`src/rtl/arb_loss_monitor.sv`:
```
module arb_loss_monitor #(
  parameter int MAX_FRAME_BITS = 96
) (
  input  logic       clk,
  input  logic       rst_n,
  input  logic       sym_vld,
  input  logic [1:0] rx_sym,
  input  logic [1:0] tx_sym,
  input  logic [2:0] frm_type,
  input  logic       no_len_mode,
  input  logic       eod_det,
  output logic       tla_set,
  output logic       cancel_cur,
  output logic       retry_addr,
  output logic       drv_passive
);
  localparam int CW = $clog2(MAX_FRAME_BITS + 1);
  localparam logic [CW-1:0] CMAX = CW'(MAX_FRAME_BITS);

  typedef enum logic {ACTIVE, LOST} st_t;
  st_t st;
  logic [CW-1:0] bit_cnt;

  wire both_data = !rx_sym[1] && !tx_sym[1];
  wire sending   = frm_type != 3'd7;
  wire is_t2     = (frm_type == 3'd3) || (frm_type == 3'd4);
  wire loss      = sym_vld && sending && both_data && (rx_sym[0] != tx_sym[0]) && (st == ACTIVE);
  wire can_retry = !no_len_mode && (bit_cnt < CMAX);

  always_ff @(posedge clk or negedge rst_n) begin
    if (!rst_n) begin
      st         <= ACTIVE;
      tla_set    <= 1'b0;
      cancel_cur <= 1'b0;
      retry_addr <= 1'b0;
    end else begin
      tla_set    <= loss && !is_t2;
      retry_addr <= loss && is_t2 && can_retry;
      cancel_cur <= loss && !(is_t2 && can_retry);
      if (st == ACTIVE && loss) st <= LOST;
      else if (st == LOST && eod_det) st <= ACTIVE;
    end
  end

  always_ff @(posedge clk or negedge rst_n) begin
    if (!rst_n) bit_cnt <= '0;
    else if (sym_vld && rx_sym == 2'd2) bit_cnt <= '0;
    else if (sym_vld && !rx_sym[1] && bit_cnt != CMAX) bit_cnt <= bit_cnt + 1'b1;
  end

  assign drv_passive = (st == LOST);
endmodule


```
`config.mk`:
```
export PLATFORM = sky130hd
export DESIGN_NAME = arb_loss_monitor
export DESIGN_NICKNAME = d
export VERILOG_FILES = /design/src/rtl/arb_loss_monitor.sv
export SDC_FILE = /design/constraint.sdc
export NUM_CORES = 1
export LEC_CHECK = 0
export ABC_AREA = 0
export BUFFER_PORTS_ARGS = -buffer_cell sky130_fd_sc_hd__buf_2
export CAP_MARGIN = 25
export CELL_PAD_IN_SITES_DETAIL_PLACEMENT = 1
export CELL_PAD_IN_SITES_GLOBAL_PLACEMENT = 2
export CORE_UTILIZATION = 33
export DETAILED_ROUTE_END_ITERATION = 6
export HOLD_SLACK_MARGIN = 0.08
export PLACE_DENSITY = 0.79
export SETUP_SLACK_MARGIN = 0.02
export SYNTH_ARGS = -nofsm -noshare
export SYNTH_HDL_FRONTEND = slang
export SYNTH_SLANG_ARGS = --single-unit
```
`constraint.sdc`:
```
create_clock -name clk -period 2.8 [get_ports clk]
set_input_delay 0.28 -clock clk [delete_from_list [all_inputs] [get_ports clk]]
set_output_delay 0.28 -clock clk [all_outputs]
set_load 0.1 [all_outputs]
```
==> metrics.csv <==
metric;value;unit
clkPwrFrac;0.258;
ios;16;
post_cts_resized;0;
synth_fa_ha_area_frac;0.0403;
cpLargestDelayFamily;flip-flops;
p_per_area;595;mW/mm²
slowest_delay;0.45;ns
min_period_over_period;0.567;
ys_top_cells_by_area;dfrtp_1, mux2i_1, nand2_1;
cts_root_buf;clkbuf_4;
power_frac_seq;0.466;
syn2layout_area_growth;23.0;%
synth-xor-area-share;0.0282;
path_class;reg -> reg;
hold_path.class;in -> reg;
fin_crit;1.59;ns
synth_mux_area_frac;0.0645;
crit_arrival;1.81;ns
crit_start;bit_cnt[0];
synthesis.nets;74;
hpwlAfterDp;1.14;mm
cp-end-kind;flop;
nets;95;
route.detailed.drc;0;
synth_compound_area_frac;0.133;
synth_top_family_by_area;simple AND/OR/NAND/NOR gates;
drtPass1Iterations;4;
rows;15;
viasPerCell;5.37;
slowest_stage;dfrtp_1;
startpoint_type;flop;
switching_share;0.348;
final_cell_mix;buf_2, dfrtp_1, nand2_1, nand3b_1, mux2i_1;
syn_area_per_cell;10.3;µm²
htreeDepth;1;
wl_met3;51;µm
syn_area;621;µm²
grt_overflow;0;
hp-start;eod_det;
clock_path_buffers;2;
yosysWarnings;0;
cts_made_buffers;3;
routed.top_layer;met4;
setup_viol;0;
initial_core_util;0.356;
cp_max_fo;8;
core_area;0.00175;mm²
vias;564;
cts_tree;done;
wl_per_cell;14.2;µm
drt-met1-wl;746;µm
synth_top_area_share;0.444;
synth_seq_cells;11;
antenna_found_initial;0;
insertion_delay;0.28;ns
drv_cap;0;
p_int;296;µW
hold_buffers;1;
p_sw;158;µW
cts_num_sinks;11;
synth_top_area_cell;dfrtp_1;
ys_types;28;
grt_first_pass_wirelength;2.44;mm
path_clk_slew;0.08;ns
fin_util;0.437;
path_cells;inv_1, ha_1, or4b_1, o311ai_2, a32o_2;
layout_commonest_cell;buf_2;
multi_input_area;334;µm²
drive_gt1_frac;0.288;
tns;0;ns
combPwrFrac;0.276;
grt_usage;0.177;
skew;0.00306;ns
fin_total_pwr;454;µW
p_leak;0.000384;µW
wl;1.49;mm
die_y;45.4;µm
ir_worst_vdd;0.291;mV
antenna_cells;0;
place.gp.congestion;0.781;
ff_latch_area;275;µm²
slew_viol_final;0;
postRouteAntennaNets;0;
grt_pass1_vias;526;
ys_seq_area_frac;0.444;
fillCellCount;206;
outcome;complete, no violations;
place.port_buffers;15;
wl_met2;655;µm
post-cts-setup-buffer-count;0;
crit_required;3.02;ns
slew_headroom;0.679;
yosys.area_share.simple;0.272;
die_w;45.4;µm
rsz0062_at_grt;no;
timing.fmax;630;MHz
drt-initial-drc-count;9;
synth_cells;60;
tightestPinTransition;0.484;ns
path_buf_inv;1;
grt_max_degree;12;
rr_startpoint;bit_cnt[0];
hold_viol_final;0;
die-area;0.00206;mm²
-- metal layers --
| layer | vias to the layer above | global-route usage |
|---|---|---|
| li1 | 265 | - |
| met5 | - | 0 |
| met3 | 5 | 0.0480 |
| met4 | 0 | 0.109 |
| met1 | 277 | 0.227 |
| met2 | 17 | 0.261 |
-- final timing paths --
| kind | depth (start not counted) | slack, ns | to |
|---|---|---|---|
| max | 5 | 1.21 | bit_cnt[1] |
| min | 2 | 0.18 | drv_passive |
| max reg2reg | 5 | 1.21 | bit_cnt[1] |
| min reg2reg | 2 | 0.55 | drv_passive |
| max in group asynchronous | 2 | 2.19 | bit_cnt[5] |
| min in group asynchronous | 2 | 0.40 | bit_cnt[4] |
-- cell type report --
type	count	area share
multi-input cells	46	0.438
flip-flops and latches	11	0.361
repair buffers	16	0.111
inverters	3	0.0148
well taps	25	0.0410
clock buffers	4	0.0344
-- synth_stat cells --
cell type / instances
nor2_1: 2
a32o_2: 1
o211ai_1: 1
xor2_1: 1
a21oi_1: 1
o21ai_0: 1
nand2_1: 8
a21o_1: 1
or4b_1: 1
o22ai_1: 1
nor2b_2: 1
nand3_1: 2
and3_1: 2
nand4_1: 3
o21a_1: 1
nand3b_1: 4
o311ai_2: 1
o31ai_1: 1
a311oi_1: 1
dfrtp_1: 11
mux2i_1: 4
xnor2_1: 1
ha_1: 2
and3_2: 1
inv_1: 3
or3b_1: 1
nor3_1: 2
nor4b_2: 1
-- power by group through the flow --
stage,logic [µW],registers (µW),clock network [µW]
after floorplan,77.7,220,0
after global placement,118,216,0
after detailed placement,123,215,0
after CTS,125,212,118
after global routing,136,216,132
final,125,211,117
-- logic make-up (layout without fill, tap and decap cells) --
logic type,count (synthesis),after routing
buf+inv,3,23
flops,11,11
compound gates,10,10
mux,4,4
fa+ha+maj,2,2
simple gates,28,28
xor+xnor,2,2
-- registers in the layout (all words and copies together), names as in the netlist --
name,count
bit_cnt,7
cancel_cur,1
drv_passive,1
retry_addr,1
tla_set,1
-- per-stage QoR --
stage	instances	instance area (µm²)	hold slack, ns	setup slack (ns)
floorplan	60	621	-0.0156	1.32
global placement	100	727	0.165	1.28
CTS	105	763	0.187	1.21
detailed placement	100	727	0.166	1.23
global route	105	763	0.190	1.14
finish	105	763	0.184	1.21
Note: power is estimated with default switching activity, not from simulation.
